**src/rtl/asi_pkg.sv**
```systemverilog
package asi_pkg;
  // Route outcome of one request; the first three values double as port indices.
  typedef enum logic [2:0] {
    RT_USER  = 3'd0,
    RT_SUP   = 3'd1,
    RT_PHYS  = 3'd2,
    RT_QUIET = 3'd3,
    RT_UNASG = 3'd4,
    RT_MISAL = 3'd5
  } route_e;

  localparam int NPORT = 3;

  typedef enum logic {S_IDLE, S_WAIT} state_e;
endpackage

```
**src/rtl/asi_decode.sv**
```systemverilog
module asi_decode
  import asi_pkg::*;
#(
  parameter int ADDR_W  = 32,
  parameter int SPACE_W = 8,
  parameter int EXT_W   = 4,
  parameter int SIZE_W  = 4
) (
  input  logic [ADDR_W-1:0]       addr,
  input  logic [SPACE_W-1:0]      space,
  input  logic [SIZE_W-1:0]       size,
  output route_e                  route,
  output logic [SIZE_W-1:0]       eff_size,
  output logic [ADDR_W+EXT_W-1:0] out_addr
);
  logic              known;
  logic [ADDR_W-1:0] low_mask;
  logic [EXT_W-1:0]  ext;
  logic              misal;

  // Width resolution and alignment
  always_comb begin
    known    = 1'b1;
    eff_size = size;
    case (size)
      SIZE_W'(1), SIZE_W'(2), SIZE_W'(4), SIZE_W'(8): known = 1'b1;
      default: begin
        known    = 1'b0;
        eff_size = SIZE_W'(4);
      end
    endcase
    low_mask = ADDR_W'(eff_size) - ADDR_W'(1);
    misal    = known && ((addr & low_mask) != '0);
  end

  // Space classification
  always_comb begin
    ext   = '0;
    route = RT_UNASG;
    if (space == SPACE_W'('h0A))
      route = RT_USER;
    else if (space == SPACE_W'('h0B))
      route = RT_SUP;
    else if (space == SPACE_W'('h20))
      route = RT_PHYS;
    else if ((space >> 4) == SPACE_W'(2)) begin
      route = RT_PHYS;
      ext   = space[EXT_W-1:0];
    end else if ((space >= SPACE_W'('h0C) && space <= SPACE_W'('h0F)) ||
               (space >= SPACE_W'('h30) && space <= SPACE_W'('h32)) ||
               space == SPACE_W'('h39))
      route = RT_QUIET;
    if (misal)
      route = RT_MISAL;
    out_addr = {ext, addr & ~low_mask};
  end

  // the emitted byte address is a multiple of the resolved width
  always_comb begin
    a_r2_out_aligned: assert ((32'(out_addr[ADDR_W-1:0]) % 32'(eff_size)) == 0);
  end
endmodule

```
**src/rtl/asi_extend.sv**
```systemverilog
module asi_extend #(
  parameter int DATA_W = 64,
  parameter int SIZE_W = 4
) (
  input  logic [DATA_W-1:0] din,
  input  logic [SIZE_W-1:0] size,
  input  logic              sign,
  output logic [DATA_W-1:0] dout
);
  // Mask to the access width, then optionally replicate its top bit.
  always_comb begin
    case (size)
      SIZE_W'(1): dout = {{(DATA_W-8){sign & din[7]}},   din[7:0]};
      SIZE_W'(2): dout = {{(DATA_W-16){sign & din[15]}}, din[15:0]};
      SIZE_W'(4): dout = {{(DATA_W-32){sign & din[31]}}, din[31:0]};
      default:    dout = din;
    endcase
  end
endmodule

```
**src/rtl/asi_router.sv**
```systemverilog
module asi_router
  import asi_pkg::*;
#(
  parameter int ADDR_W  = 32,
  parameter int SPACE_W = 8,
  parameter int EXT_W   = 4,
  parameter int SIZE_W  = 4,
  parameter int DATA_W  = 64
) (
  input  logic                    clk,
  input  logic                    rst,
  input  logic                    req_valid,
  output logic                    req_ready,
  input  logic [ADDR_W-1:0]       req_addr,
  input  logic [SPACE_W-1:0]      req_space,
  input  logic [SIZE_W-1:0]       req_size,
  input  logic                    req_sign,
  input  logic                    req_write,
  input  logic [DATA_W-1:0]       req_wdata,
  output logic                    user_req,
  output logic                    sup_req,
  output logic                    phys_req,
  output logic [ADDR_W+EXT_W-1:0] mem_addr,
  output logic                    mem_we,
  output logic [SIZE_W-1:0]       mem_size,
  output logic [DATA_W-1:0]       mem_wdata,
  input  logic                    user_done,
  input  logic [DATA_W-1:0]       user_rdata,
  input  logic                    sup_done,
  input  logic [DATA_W-1:0]       sup_rdata,
  input  logic                    phys_done,
  input  logic [DATA_W-1:0]       phys_rdata,
  output logic                    rsp_valid,
  output logic [DATA_W-1:0]       rsp_rdata,
  output logic                    fault_align,
  output logic                    fault_unassigned,
  output logic [ADDR_W-1:0]       fault_addr,
  output logic                    fault_write,
  output logic [SPACE_W-1:0]      fault_space
);
  localparam int PADDR_W = ADDR_W + EXT_W;

  state_e                  state;
  route_e                  dec_route;
  logic [SIZE_W-1:0]       dec_size;
  logic [PADDR_W-1:0]      dec_addr;
  logic [NPORT-1:0]        sel;
  logic [NPORT-1:0]        done_v;
  logic [DATA_W-1:0]       rdata_v [NPORT];
  logic [DATA_W-1:0]       rdata_mux;
  logic [DATA_W-1:0]       ext_data;
  logic                    pend_sign;
  logic                    accept;
  logic                    done_sel;
  logic                    to_port;

  asi_decode #(
    .ADDR_W (ADDR_W),
    .SPACE_W(SPACE_W),
    .EXT_W  (EXT_W),
    .SIZE_W (SIZE_W)
  ) u_decode (
    .addr    (req_addr),
    .space   (req_space),
    .size    (req_size),
    .route   (dec_route),
    .eff_size(dec_size),
    .out_addr(dec_addr)
  );

  assign done_v  = {phys_done, sup_done, user_done};
  assign rdata_v[0] = user_rdata;
  assign rdata_v[1] = sup_rdata;
  assign rdata_v[2] = phys_rdata;

  assign req_ready = (state == S_IDLE) && !rsp_valid;
  assign accept    = req_valid && req_ready;
  assign to_port   = (dec_route == RT_USER) || (dec_route == RT_SUP) || (dec_route == RT_PHYS);
  assign done_sel  = |(done_v & sel);

  // Read-data selection from the one held port
  always_comb begin
    rdata_mux = '0;
    for (int i = 0; i < NPORT; i++)
      if (sel[i]) rdata_mux = rdata_v[i];
  end

  asi_extend #(
    .DATA_W(DATA_W),
    .SIZE_W(SIZE_W)
  ) u_extend (
    .din (rdata_mux),
    .size(mem_size),
    .sign(pend_sign),
    .dout(ext_data)
  );

  // Per-port strobe: set on acceptance, held until that port's own done
  for (genvar g = 0; g < NPORT; g++) begin : g_port
    always_ff @(posedge clk) begin
      if (rst)
        sel[g] <= 1'b0;
      else if (accept && dec_route == route_e'(3'(g)))
        sel[g] <= 1'b1;
      else if (state == S_WAIT && sel[g] && done_v[g])
        sel[g] <= 1'b0;
    end
  end

  assign user_req = sel[0];
  assign sup_req  = sel[1];
  assign phys_req = sel[2];

  // Request capture, completion and fault reporting
  always_ff @(posedge clk) begin
    if (rst) begin
      state            <= S_IDLE;
      mem_addr         <= '0;
      mem_we           <= 1'b0;
      mem_size         <= '0;
      mem_wdata        <= '0;
      pend_sign        <= 1'b0;
      rsp_valid        <= 1'b0;
      rsp_rdata        <= '0;
      fault_align      <= 1'b0;
      fault_unassigned <= 1'b0;
      fault_addr       <= '0;
      fault_write      <= 1'b0;
      fault_space      <= '0;
    end else begin
      rsp_valid        <= 1'b0;
      fault_align      <= 1'b0;
      fault_unassigned <= 1'b0;
      case (state)
        S_IDLE: begin
          if (accept) begin
            mem_addr  <= dec_addr;
            mem_we    <= req_write;
            mem_size  <= dec_size;
            mem_wdata <= req_write ? req_wdata : '0;
            pend_sign <= req_sign && !req_write;
            if (to_port) begin
              state <= S_WAIT;
            end else begin
              rsp_valid        <= 1'b1;
              rsp_rdata        <= '0;
              fault_align      <= (dec_route == RT_MISAL);
              fault_unassigned <= (dec_route == RT_UNASG);
              fault_addr       <= req_addr;
              fault_write      <= req_write;
              fault_space      <= req_space;
            end
          end
        end
        S_WAIT: begin
          if (done_sel) begin
            state     <= S_IDLE;
            rsp_valid <= 1'b1;
            rsp_rdata <= mem_we ? '0 : ext_data;
          end
        end
        default: state <= S_IDLE;
      endcase
    end
  end

  // Assertions
  a_r9_one_port: assert property (@(posedge clk) disable iff (rst)
    $onehot0(sel));
  a_r9_hold: assert property (@(posedge clk) disable iff (rst)
    (|sel && !done_sel) |=> ($stable(sel) && $stable(mem_addr)));
  a_r9_busy: assert property (@(posedge clk) disable iff (rst)
    (|sel || rsp_valid) |-> !req_ready);
  a_r9_rsp_after_done: assert property (@(posedge clk) disable iff (rst)
    (|sel && done_sel) |=> (rsp_valid && !(|sel)));
  a_r7_pulse: assert property (@(posedge clk) disable iff (rst)
    fault_unassigned |=> !fault_unassigned);
  a_r8_pulse: assert property (@(posedge clk) disable iff (rst)
    fault_align |=> !fault_align);
  a_r8_exclusive: assert property (@(posedge clk) disable iff (rst)
    !(fault_align && fault_unassigned));
  a_r7_fault_zero: assert property (@(posedge clk) disable iff (rst)
    (fault_align || fault_unassigned) |-> (rsp_valid && rsp_rdata == '0 && !(|sel)));
  a_r11_store_zero: assert property (@(posedge clk) disable iff (rst)
    (rsp_valid && mem_we) |-> (rsp_rdata == '0));
  a_r3_no_ext: assert property (@(posedge clk) disable iff (rst)
    (user_req || sup_req) |-> (mem_addr[PADDR_W-1:ADDR_W] == '0));
  a_r2_port_aligned: assert property (@(posedge clk) disable iff (rst)
    (|sel) |-> ((mem_addr[ADDR_W-1:0] & (ADDR_W'(mem_size) - ADDR_W'(1))) == '0));
endmodule

```
**config.mk**
```make
export PLATFORM = sky130hd
export DESIGN_NAME = asi_router
export DESIGN_NICKNAME = d
export VERILOG_FILES = /design/src/rtl/asi_pkg.sv /design/src/rtl/asi_decode.sv /design/src/rtl/asi_extend.sv /design/src/rtl/asi_router.sv
export SDC_FILE = /design/constraint.sdc
export NUM_CORES = 1
export LEC_CHECK = 0
export BUFFER_PORTS_ARGS = -buffer_cell sky130_fd_sc_hd__buf_2
export CAP_MARGIN = 20
export CORE_AREA = 2 2 207 209
export CTS_BUF_LIST = sky130_fd_sc_hd__clkbuf_4
export DETAILED_ROUTE_END_ITERATION = 10
export DIE_AREA = 0 0 209 211
export SETUP_SLACK_MARGIN = 0.02
export SLEW_MARGIN = 0
export SYNTH_ARGS = -nofsm -noshare
export SYNTH_HDL_FRONTEND = slang
export SYNTH_SLANG_ARGS = --single-unit
```
**constraint.sdc**
```tcl
create_clock -name clk -period 3.52 [get_ports clk]
set_clock_uncertainty 0.15 [all_clocks]
set_input_delay 0.176 -clock clk [delete_from_list [all_inputs] [get_ports clk]]
set_output_delay 0.176 -clock clk [all_outputs]
set_load 0.03 [all_outputs]
```
==> metrics.csv, run 1 <==
stage,metric,value,unit
floorplanning,num_rows,75,
clock_network,clk_pin_slew,60,ps
logic_synthesis,synthCells,1102,
clock_network,cts_tree,yes,
detailed_routing,drtIter0Drc,940,
logic_synthesis,ys.flop_type,dfxtp_1,
clock_network,insertion_delay,720,ps
grt,grt.busiest_layer,met2,
critical_path,start_kind,primary input,
sta,maxSlewHeadroom,41.5,%
sta,setup_viol,0,
logic_synthesis,yosysSeqAreaShare,45.5,%
logic_synthesis,ys_seq_elements,218,
sta,finalCriticalPeriod,3380,ps
detailed_routing,routed_via_density,4.81,
grt,antenna_found_initial,12,
grt,grt_pass1_wl,67.4,mm
placement,io_buffers,524,
grt,grt_pass1_vias,12200,
logic_synthesis,synth_area_leaders,"dfxtp_1 45%, a22o_1 5.8%, nand2_1 5.7%",
floorplanning,fp.dieW,209,microns
clock_network,htreeDepth,3,
floorplanning,die_h,211,microns
power,power_density,388,nW/um^2
detailed_routing,vias,12100,
grt,grt_use_total,19.4,%
detailed_routing,drt-wirelength-per-cell,17.7,microns
finish,final_common_cell,buf_2,
floorplanning,die_area,44100,sq um
floorplanning,ios,525,
clock_network,numClockSinks,218,
worst_hold_path,hold_path_depth,4,
placement,gp_congestion,0.909,
logic_synthesis,async_reset_ff_share,0,%
status,status,finished clean,
logic_synthesis,synth_nets,1411,
detailed_routing,dr.pass1.iters,5,
critical_path,worstSetupPathType,in2reg,
power,irDropWorstVdd,0.212,mV
grt,use_met1,21.8,%
critical_path,cp.required,4030,ps
critical_path,worstPathMaxFanout,28,
detailed_routing,drc,0,
grt,grt_max_degree,197,
logic_synthesis,synth_edf_count,0,
grt,met2_usage,32.1,%
finish,fin_nets,2238,
finish,drive_above_1_share,33.6,%
logic_synthesis,ys_types,47,
grt,grt.met3_usage,5.71,%
detailed_routing,ant_nets,0,
clock_network,cts_buffer_depth,3,
floorplanning,core_area,41800,sq um
finish,fill_cells,4115,
logic_synthesis,yosysTopAreaCell,dfxtp_1,
sta,worst_slew_pin_slew,877,ps
sta,rsz0062_at_grt,false,
sta,report.final.slew_viol_count,0,
sta,hold_violations,0,
grt,grt-ovfl-total,0,
logic_synthesis,syn_area_per_cell,8.71,sq um
run,drv_cap,0,
critical_path,worstPathArrival,3890,ps
sta,setup_ws,145,ps
placement,hpwl,28.7,mm
sta,fin_crit_sh,95.9,%
finish,final_cell_mix,"523 x buf_2, 315 x dlygate4sd3_1, 216 x dfxtp_1",
sta,fmax,296,MHz
clock_network,cts_root_buf,clkbuf_4,
worst_hold_path,hp-class,in2reg,
sta,fin_setup_tns,0,ps
critical_path,end_kind,flop,
logic_synthesis,synth_top_area_share,45.5,%
power,p_leak,7.43,nW
finish,area_growth,74.3,%
logic_synthesis,synth_warnings,0,
placement,place_ws,623,ps
critical_path,reg2reg_depth,6,
logic_synthesis,syn_area,9600,sq um
floorplanning,start_util,23.0,%
detailed_routing,routed_wl,44.7,mm
clock_network,cts_made_buffers,67,
[final timing paths]
path / from / endpoint / slack, ps
hold / removal: req_addr[22] / fault_addr[22] / 150
hold reg to reg: mem_wdata[3] / mem_wdata[3] / 300
setup reg to reg: state / mem_addr[18] / 370
setup / recovery: req_size[3] / mem_addr[18] / 140
[per-layer routing]
metal  part of all wire, %  vias up  routed length [microns]
li1                      -     5663                        -
met1                    39     5667                    17600
met2                    47      638                    21000
met3                   8.4      132                     3740
met4                   5.2        2                     2330
met5                 0.029        -                       13
[logic make-up after synthesis]
kind of cell	synth area share, %
AOI/OAI and AO/OA	24.4
xor gates and xnor gates	0.456
adders and majority gates	0.130
buffers and inverters	5.31
DFF	45.5
muxes	4.54
and+or+nand+nor	19.7
[worst max-delay path, cell delays in order]
cell and delay (ps):
dlygate4sd3_1 540, buf_2 160, nor2_1 180, nand3b_1 90, dlygate4sd3_1 580, ha_1 240, nand3_1 130, buf_4 330
nand3_1 120, dlygate4sd3_1 600, a21oi_1 150, dlygate4sd3_1 580
[synthesized netlist by cell type, types with 3 or more instances]
library cell	number
a211oi_1	3
a21oi_1	103
a221o_1	22
a22o_1	64
a22oi_1	44
and2_1	5
buf_1	8
buf_6	7
buf_8	4
clkbuf_1	83
dfxtp_1	218
inv_1	3
mux2i_1	42
nand2_1	146
nand2b_1	84
nand3_1	98
nand3b_1	7
nor2_1	22
nor2b_1	4
nor4_1	8
nor4b_1	3
o211ai_1	32
o21ai_0	56
o21bai_1	3
o31ai_1	4
xor2_1	4
[sequential cells by signal, summed over array words and instances (netlist names)]
name and count:
mem_size 4, fault_write 1, fault_align 1, user_req 1
state 1, rsp_rdata 64, mem_addr 36, rsp_valid 1
fault_unassigned 1, fault_space 8, fault_addr 32, mem_wdata 64
pend_sign 1, phys_req 1, mem_we 1, sup_req 1
[area by class of cell]
cell class / count / area (sq um) / area share [%]
multi-input cells: 776 / 4760 / 28.4
inverters: 3 / 11.3 / 0.0673
well taps: 539 / 674 / 4.03
clock inverters: 17 / 151 / 0.905
diodes: 9 / 22.5 / 0.135
repair buffers: 863 / 6050 / 36.1
flip-flops and latches: 218 / 4370 / 26.1
clock buffers: 93 / 698 / 4.17
[where the power goes]
| group | internal (mW) | switching (mW) | leakage [nW] |
|---|---|---|---|
| Sequential | 2.56 | 0.0534 | 1.78 |
| Clock | 1.43 | 1.20 | 0.499 |
| Combinational | 0.584 | 0.665 | 5.16 |
[timing repair]
item,4_1_cts,5_1_grt
endpoints found under the setup margin,0,1
resized for setup,0,0
buffers inserted,0,4
hold endpoints to repair,218,0
hold buffers,315,0
[metrics by stage]
step | power [mW] | util, % | hold WS (ps) | instance area [sq um] | cells
after global placement | 3.59 | 30.4 | 285 | 12700 | 2080
after global routing | 6.81 | 40.1 | 60.7 | 16700 | 2518
final | 6.49 | 40.1 | 146 | 16700 | 2518
after CTS | 6.55 | 39.9 | 5.53 | 16700 | 2505
after floorplan | 3.20 | - | 130 | 9600 | 1102
after detailed placement | 3.60 | 30.4 | 292 | 12700 | 2080
Power figures use the tool's default switching activity.
==> run 2: changes to the inputs <==
--- a/config.mk
+++ b/config.mk
@@ -11,6 +11,7 @@
 export CTS_BUF_LIST = sky130_fd_sc_hd__clkbuf_4
 export DETAILED_ROUTE_END_ITERATION = 10
 export DIE_AREA = 0 0 209 211
+export RECOVER_POWER = 50
 export SETUP_SLACK_MARGIN = 0.02
 export SLEW_MARGIN = 0
 export SYNTH_ARGS = -nofsm -noshare
==> metrics.csv, run 2 (same netlist as run 1, synthesis figures left out) <==
stage,metric,value,unit
status,status,finished clean,
floorplanning,fp.dieW,209,microns
floorplanning,num_rows,75,
clock_network,htreeDepth,3,
finish,final_cell_mix,"315 x dlygate4sd3_1, 309 x buf_2, 216 x dfxtp_1",
worst_hold_path,hold_start,req_addr[22],
sta,report.final.slew_viol_count,0,
critical_path,reg2reg_depth,6,
grt,grt_pass1_wl,67.4,mm
placement,hpwl,28.7,mm
sta,rsz0062_at_grt,false,
sta,fin_setup_tns,0,ps
detailed_routing,routed_via_density,4.80,
detailed_routing,drt-wirelength-per-cell,17.7,microns
sta,fmax,297,MHz
placement,io_buffers,524,
finish,area_growth,71.4,%
worst_hold_path,hold_path_depth,4,
critical_path,critPathSlowestCell,dlygate4sd3_1,
critical_path,worstPathArrival,3880,ps
grt,grt_pass1_vias,12200,
critical_path,rr_endpoint,mem_addr[18],
detailed_routing,vias,12100,
floorplanning,core_area,41800,sq um
detailed_routing,drtIter0Drc,935,
worst_hold_path,hp-class,in2reg,
critical_path,worstSetupPathType,in2reg,
sta,setup_ws,154,ps
floorplanning,start_util,23.0,%
finish,fin_nets,2238,
detailed_routing,routed_wl,44.6,mm
sta,finalCriticalPeriod,3370,ps
critical_path,worstPathMaxFanout,28,
floorplanning,die_area,44100,sq um
detailed_routing,dr_wl_met2,21.0,mm
critical_path,cp.required,4040,ps
grt,grt_max_degree,197,
clock_network,cts_made_buffers,67,
critical_path,reg2reg_slack,490,ps
clock_network,clk_pin_slew,60,ps
clock_network,insertion_delay,720,ps
sta,hold_violations,0,
sta,maxSlewHeadroom,41.9,%
detailed_routing,drc,0,
floorplanning,die_h,211,microns
critical_path,path_cells,dlygate4sd3_1 > buf_2 > nor2_1 > nand3b_1 > dlygate4sd3_1 > ha_1 > nand3_1 > buf_4 > nand3_1 > dlygate4sd3_1 > a21oi_1 > dlygate4sd3_1,
critical_path,start_kind,primary input,
detailed_routing,ant_nets,0,
worst_hold_path,min_to,fault_addr[22],
floorplanning,ios,525,
run,drv_cap,0,
sta,worst_slew_pin_slew,872,ps
detailed_routing,topRoutingLayerUsed,met5,
finish,final_common_cell,dlygate4sd3_1,
detailed_routing,met1_length,17.5,mm
power,p_leak,6.53,nW
detailed_routing,dr.pass1.iters,5,
power,power_density,393,nW/um^2
power,irDropWorstVdd,0.212,mV
clock_network,cts_buffer_depth,3,
placement,gp_congestion,0.909,
critical_path,crit_path_start,req_size[3],
grt,antenna_found_initial,12,
grt,grt_use_total,19.4,%
placement,place_ws,623,ps
clock_network,numClockSinks,218,
finish,reg.largest.list,"mem_wdata: 64 flops, rsp_rdata: 64 flops, mem_addr: 36 flops",
clock_network,cts_tree,yes,
critical_path,crit_top_cell,dlygate4sd3_1,
sta,fin_crit_sh,95.6,%
sta,setup_viol,0,
critical_path,reg2reg_from,state,
detailed_routing,dr_wl_met3,3.73,mm
grt,grt-ovfl-total,0,
clock_network,cts_root_buf,clkbuf_4,
finish,drive_above_1_share,22.7,%
critical_path,end_kind,flop,
critical_path,slowest_delay,600,ps
-- run 2: cell count changes in the layout (fill, tap and decap cells not counted) --
cell,previous run,this run
buf_2,523,309
clkbuf_1,0,214
nand2_1,145,146
nand2_4,1,0
-- run 2: how the worst max path moves through the flow --
stage,end,slack (ps),depth (start not counted)
after floorplan,mem_addr[25],1170,7
after global placement,fault_addr[10],710,10
after detailed placement,fault_addr[5],620,10
after CTS,fault_space[6],190,12
after global routing,mem_addr[18],50,12
final,mem_addr[18],150,12
-- run 2: what timing repair did --
action / in CTS / in global routing
endpoints found under the hold margin: 218 / 0
hold buffers: 315 / 0
setup buffers: 0 / 4
gates resized for setup: 0 / 0
setup endpoints to repair: 0 / 1
-- run 2: cell type report --
| type | count | area (sq um) |
|---|---|---|
| Fill cell | 4256 | 25300 |
| Timing Repair Buffer | 863 | 5780 |
| Multi-Input combinational cell | 776 | 4750 |
| Sequential cell | 218 | 4370 |
| Clock buffer | 93 | 698 |
| Tap cell | 539 | 674 |
| Clock inverter | 17 | 151 |
| Antenna cell | 9 | 22.5 |
| Inverter | 3 | 11.3 |
-- run 2: stage by stage --
stage	util (%)	power (mW)	area, sq um	std cells	hold slack (ps)
global placement	30.4	3.59	12700	2080	285
CTS	39.9	6.55	16700	2505	5.53
floorplan	-	3.20	9600	1102	130
detailed placement	30.4	3.60	12700	2080	292
global route	39.4	6.79	16500	2518	60.8
finish	39.4	6.47	16500	2518	144
-- run 2: report_power, final --
group / internal (mW) / switching, mW
combinational: 0.559 / 0.663
sequential: 2.56 / 0.0556
clock: 1.43 / 1.20
total: 4.55 / 1.92
-- run 2: per-layer routing --
layer	global-route usage [%]	vias up
li1	-	5660
met1	21.8	5685
met2	32.1	616
met3	5.71	133
met4	12.6	2
met5	0	-
-- run 2: worst max-delay path, delay by kind of cell --
family	cells	cell delay [ps]
simple gates	4	510
compound gates	1	150
buf+inv	6	2790
fa+ha+maj	1	240
==> run 3: changes to the inputs <==
--- a/config.mk
+++ b/config.mk
@@ -5,12 +5,13 @@
 export SDC_FILE = /design/constraint.sdc
 export NUM_CORES = 1
 export LEC_CHECK = 0
+export ABC_AREA = 1
 export BUFFER_PORTS_ARGS = -buffer_cell sky130_fd_sc_hd__buf_2
 export CAP_MARGIN = 20
-export CORE_AREA = 2 2 207 209
+export CORE_AREA = 2 2 203 205
 export CTS_BUF_LIST = sky130_fd_sc_hd__clkbuf_4
 export DETAILED_ROUTE_END_ITERATION = 10
-export DIE_AREA = 0 0 209 211
+export DIE_AREA = 0 0 205 207
 export RECOVER_POWER = 50
 export SETUP_SLACK_MARGIN = 0.02
 export SLEW_MARGIN = 0
==> metrics.csv, run 3 <==
stage,metric,value,unit
status,status,finished clean,
critical_path,path_cells,nor2_1 > nand2_2 > inv_6 > buf_4 > nand3_1 > dlygate4sd3_1 > a21oi_1 > dlygate4sd3_1,
sta,fin_crit_sh,94.0,%
floorplanning,die_h,207,microns
logic_synthesis,ys_types,34,
run,drv_cap,0,
detailed_routing,dr.pass1.iters,5,
floorplanning,start_util,24.8,%
logic_synthesis,syn_area_per_cell,6.98,sq um
placement,io_buffers,524,
sta,worst_slew_pin_slew,887,ps
critical_path,crit_top_cell,dlygate4sd3_1,
critical_path,start_kind,flop,
logic_synthesis,synth_common_cells,"357 x nand2_1, 218 x dfxtp_1, 193 x a21oi_1",
logic_synthesis,ys.flop_type,dfxtp_1,
clock_network,cts_root_buf,clkbuf_4,
logic_synthesis,synth_edf_count,0,
detailed_routing,drtIter0Drc,1060,
detailed_routing,routed_wl,51.9,mm
worst_hold_path,hp-class,in2reg,
finish,final_cell_mix,"356 x nand2_1, 353 x dlygate4sd3_1, 308 x buf_2",
floorplanning,num_rows,74,
grt,grt_pass1_vias,13800,
floorplanning,core_area,40400,sq um
sta,fin_setup_tns,0,ps
logic_synthesis,synth_warnings,0,
finish,reg.largest.list,"mem_wdata: 64 flops, rsp_rdata: 64 flops, mem_addr: 36 flops",
critical_path,critPathSlowestCell,dlygate4sd3_1,
logic_synthesis,ys_seq_elements,218,
finish,postLayoutCoreUtil,42.4,%
grt,grt_use_total,23.6,%
logic_synthesis,synth_nets,1744,
logic_synthesis,synth_top_area_share,43.5,%
worst_hold_path,hold_start,user_rdata[31],
worst_hold_path,hold_path_depth,8,
critical_path,cp.required,4020,ps
critical_path,worstPathMaxFanout,58,
sta,maxSlewHeadroom,40.9,%
sta,setup_ws,212,ps
critical_path,worstSetupPathType,reg2reg,
detailed_routing,vias,13900,
clock_network,htreeDepth,3,
power,p_total,6.74,mW
sta,holdWs,97.3,ps
logic_synthesis,synthCells,1435,
grt,grt-ovfl-total,0,
detailed_routing,drc,0,
logic_synthesis,yosysTopAreaCell,dfxtp_1,
finish,drive_above_1_share,19.8,%
critical_path,worstPathArrival,3810,ps
clock_network,insertion_delay,740,ps
placement,hpwl,33.2,mm
grt,grt_pass1_wl,77.8,mm
sta,finalCriticalPeriod,3310,ps
sta,report.final.slew_viol_count,0,
sta,setup_viol,0,
floorplanning,fp.dieW,205,microns
clock_network,clk_pin_slew,60,ps
placement,gp_congestion,0.900,
clock_network,cts_buffer_depth,3,
power,power_density,394,nW/um^2
logic_synthesis,yosysSeqAreaShare,43.5,%
floorplanning,ios,525,
sta,fmax,302,MHz
clock_network,cts_made_buffers,66,
critical_path,end_kind,flop,
grt,antenna_found_initial,14,
placement,place_ws,662,ps
power,irDropWorstVdd,0.282,mV
critical_path,crit_path_start,state,
floorplanning,die_area,42400,sq um
clock_network,cts_tree,yes,
logic_synthesis,synth_area_leaders,"dfxtp_1 44%, nand2_1 13%, a21oi_1 9.6%",
clock_network,numClockSinks,218,
sta,rsz0062_at_grt,false,
critical_path,reg2reg_depth,8,
sta,hold_violations,0,
logic_synthesis,syn_area,10000,sq um
detailed_routing,routed_via_density,4.84,
logic_synthesis,synth_most_common_cell,nand2_1,
detailed_routing,ant_nets,0,
critical_path,slowest_delay,610,ps
detailed_routing,drt-wirelength-per-cell,18.1,microns
finish,area_growth,70.8,%
grt,grt_max_degree,80,
power,p_leak,7.19,nW
critical_path,reg2reg_from,state,
logic_synthesis,async_reset_ff_share,0,%
finish,final_common_cell,nand2_1,
finish,fin_nets,2590,
-- run 3: cell count changes in the layout (fill, tap and decap cells not counted), moves of 12 or more --
| cell | before | now |
|---|---|---|
| nand2b_1 | 84 | 0 |
| inv_1 | 3 | 33 |
| mux2i_1 | 42 | 0 |
| nand2_1 | 146 | 356 |
| a21oi_1 | 103 | 193 |
| nor2_1 | 22 | 129 |
| a22o_1 | 64 | 0 |
| o21ai_1 | 0 | 29 |
| o21ai_0 | 56 | 83 |
| a221o_1 | 22 | 0 |
| dlygate4sd3_1 | 315 | 353 |
| nand3_1 | 98 | 129 |
| nand3b_1 | 7 | 19 |
| a22oi_1 | 44 | 56 |
-- run 3: final timing paths --
check / to / slack [ps]
setup / recovery: mem_wdata[39] / 210
hold / removal: rsp_rdata[31] / 100
setup reg to reg: mem_wdata[39] / 210
hold reg to reg: rsp_rdata[23] / 300
-- run 3: critical path, delay by kind of cell (launching register included) --
kind	cells	cell delay, ps
buf+inv	4	2020
simple gates	3	450
flops	1	350
compound gates	1	210
-- run 3: metrics by stage --
stage | cell area [sq um] | instances
floorplan | 10000 | 1435
global placement | 13000 | 2392
detailed placement | 13000 | 2392
CTS | 17400 | 2854
global route | 17100 | 2862
finish | 17100 | 2865
-- run 3: layout make-up --
cell class | instances | area, sq um
Clock inverter | 17 | 93.8
Multi-Input combinational cell | 1051 | 5010
Clock buffer | 92 | 691
Sequential cell | 218 | 4370
Inverter | 43 | 169
Antenna cell | 11 | 27.5
Fill cell | 4174 | 23200
Tap cell | 532 | 666
Timing Repair Buffer | 901 | 6090
-- run 3: what timing repair did --
action,CTS,global route
endpoints found under the hold margin,216,0
setup endpoints to repair,0,13
hold buffers,353,0
gates resized for setup,0,1
setup buffers,0,0
-- run 3: layer usage --
metal / global-route usage [%] / up-vias / wire [microns]
met4: 12.7 / 0 / 2180
met5: 0 / - / 0
li1: - / 6573 / -
met1: 26.5 / 6384 / 20200
met2: 40.0 / 751 / 24900
met3: 6.91 / 158 / 4680
-- run 3: power breakdown --
part           total (mW)  internal [mW]  switching (mW)
sequential           2.69           2.61          0.0823
combinational        1.59          0.640           0.955
clock                2.45           1.27            1.18
total                6.74           4.52            2.22
-- run 3: cells by family (layout without fill, tap and decap cells) --
kind of cell / Yosys count / in the layout / share of synthesized area, %
flip-flops: 218 / 218 / 43.5
adder cells (fa/ha/maj): 1 / 1 / 0.125
buffers and inverters: 166 / 1053 / 6.64
other: 0 / 11 / 0
AND/OR/NAND/NOR: 655 / 655 / 27.6
AO/OA/AOI/OAI: 395 / 395 / 22.1
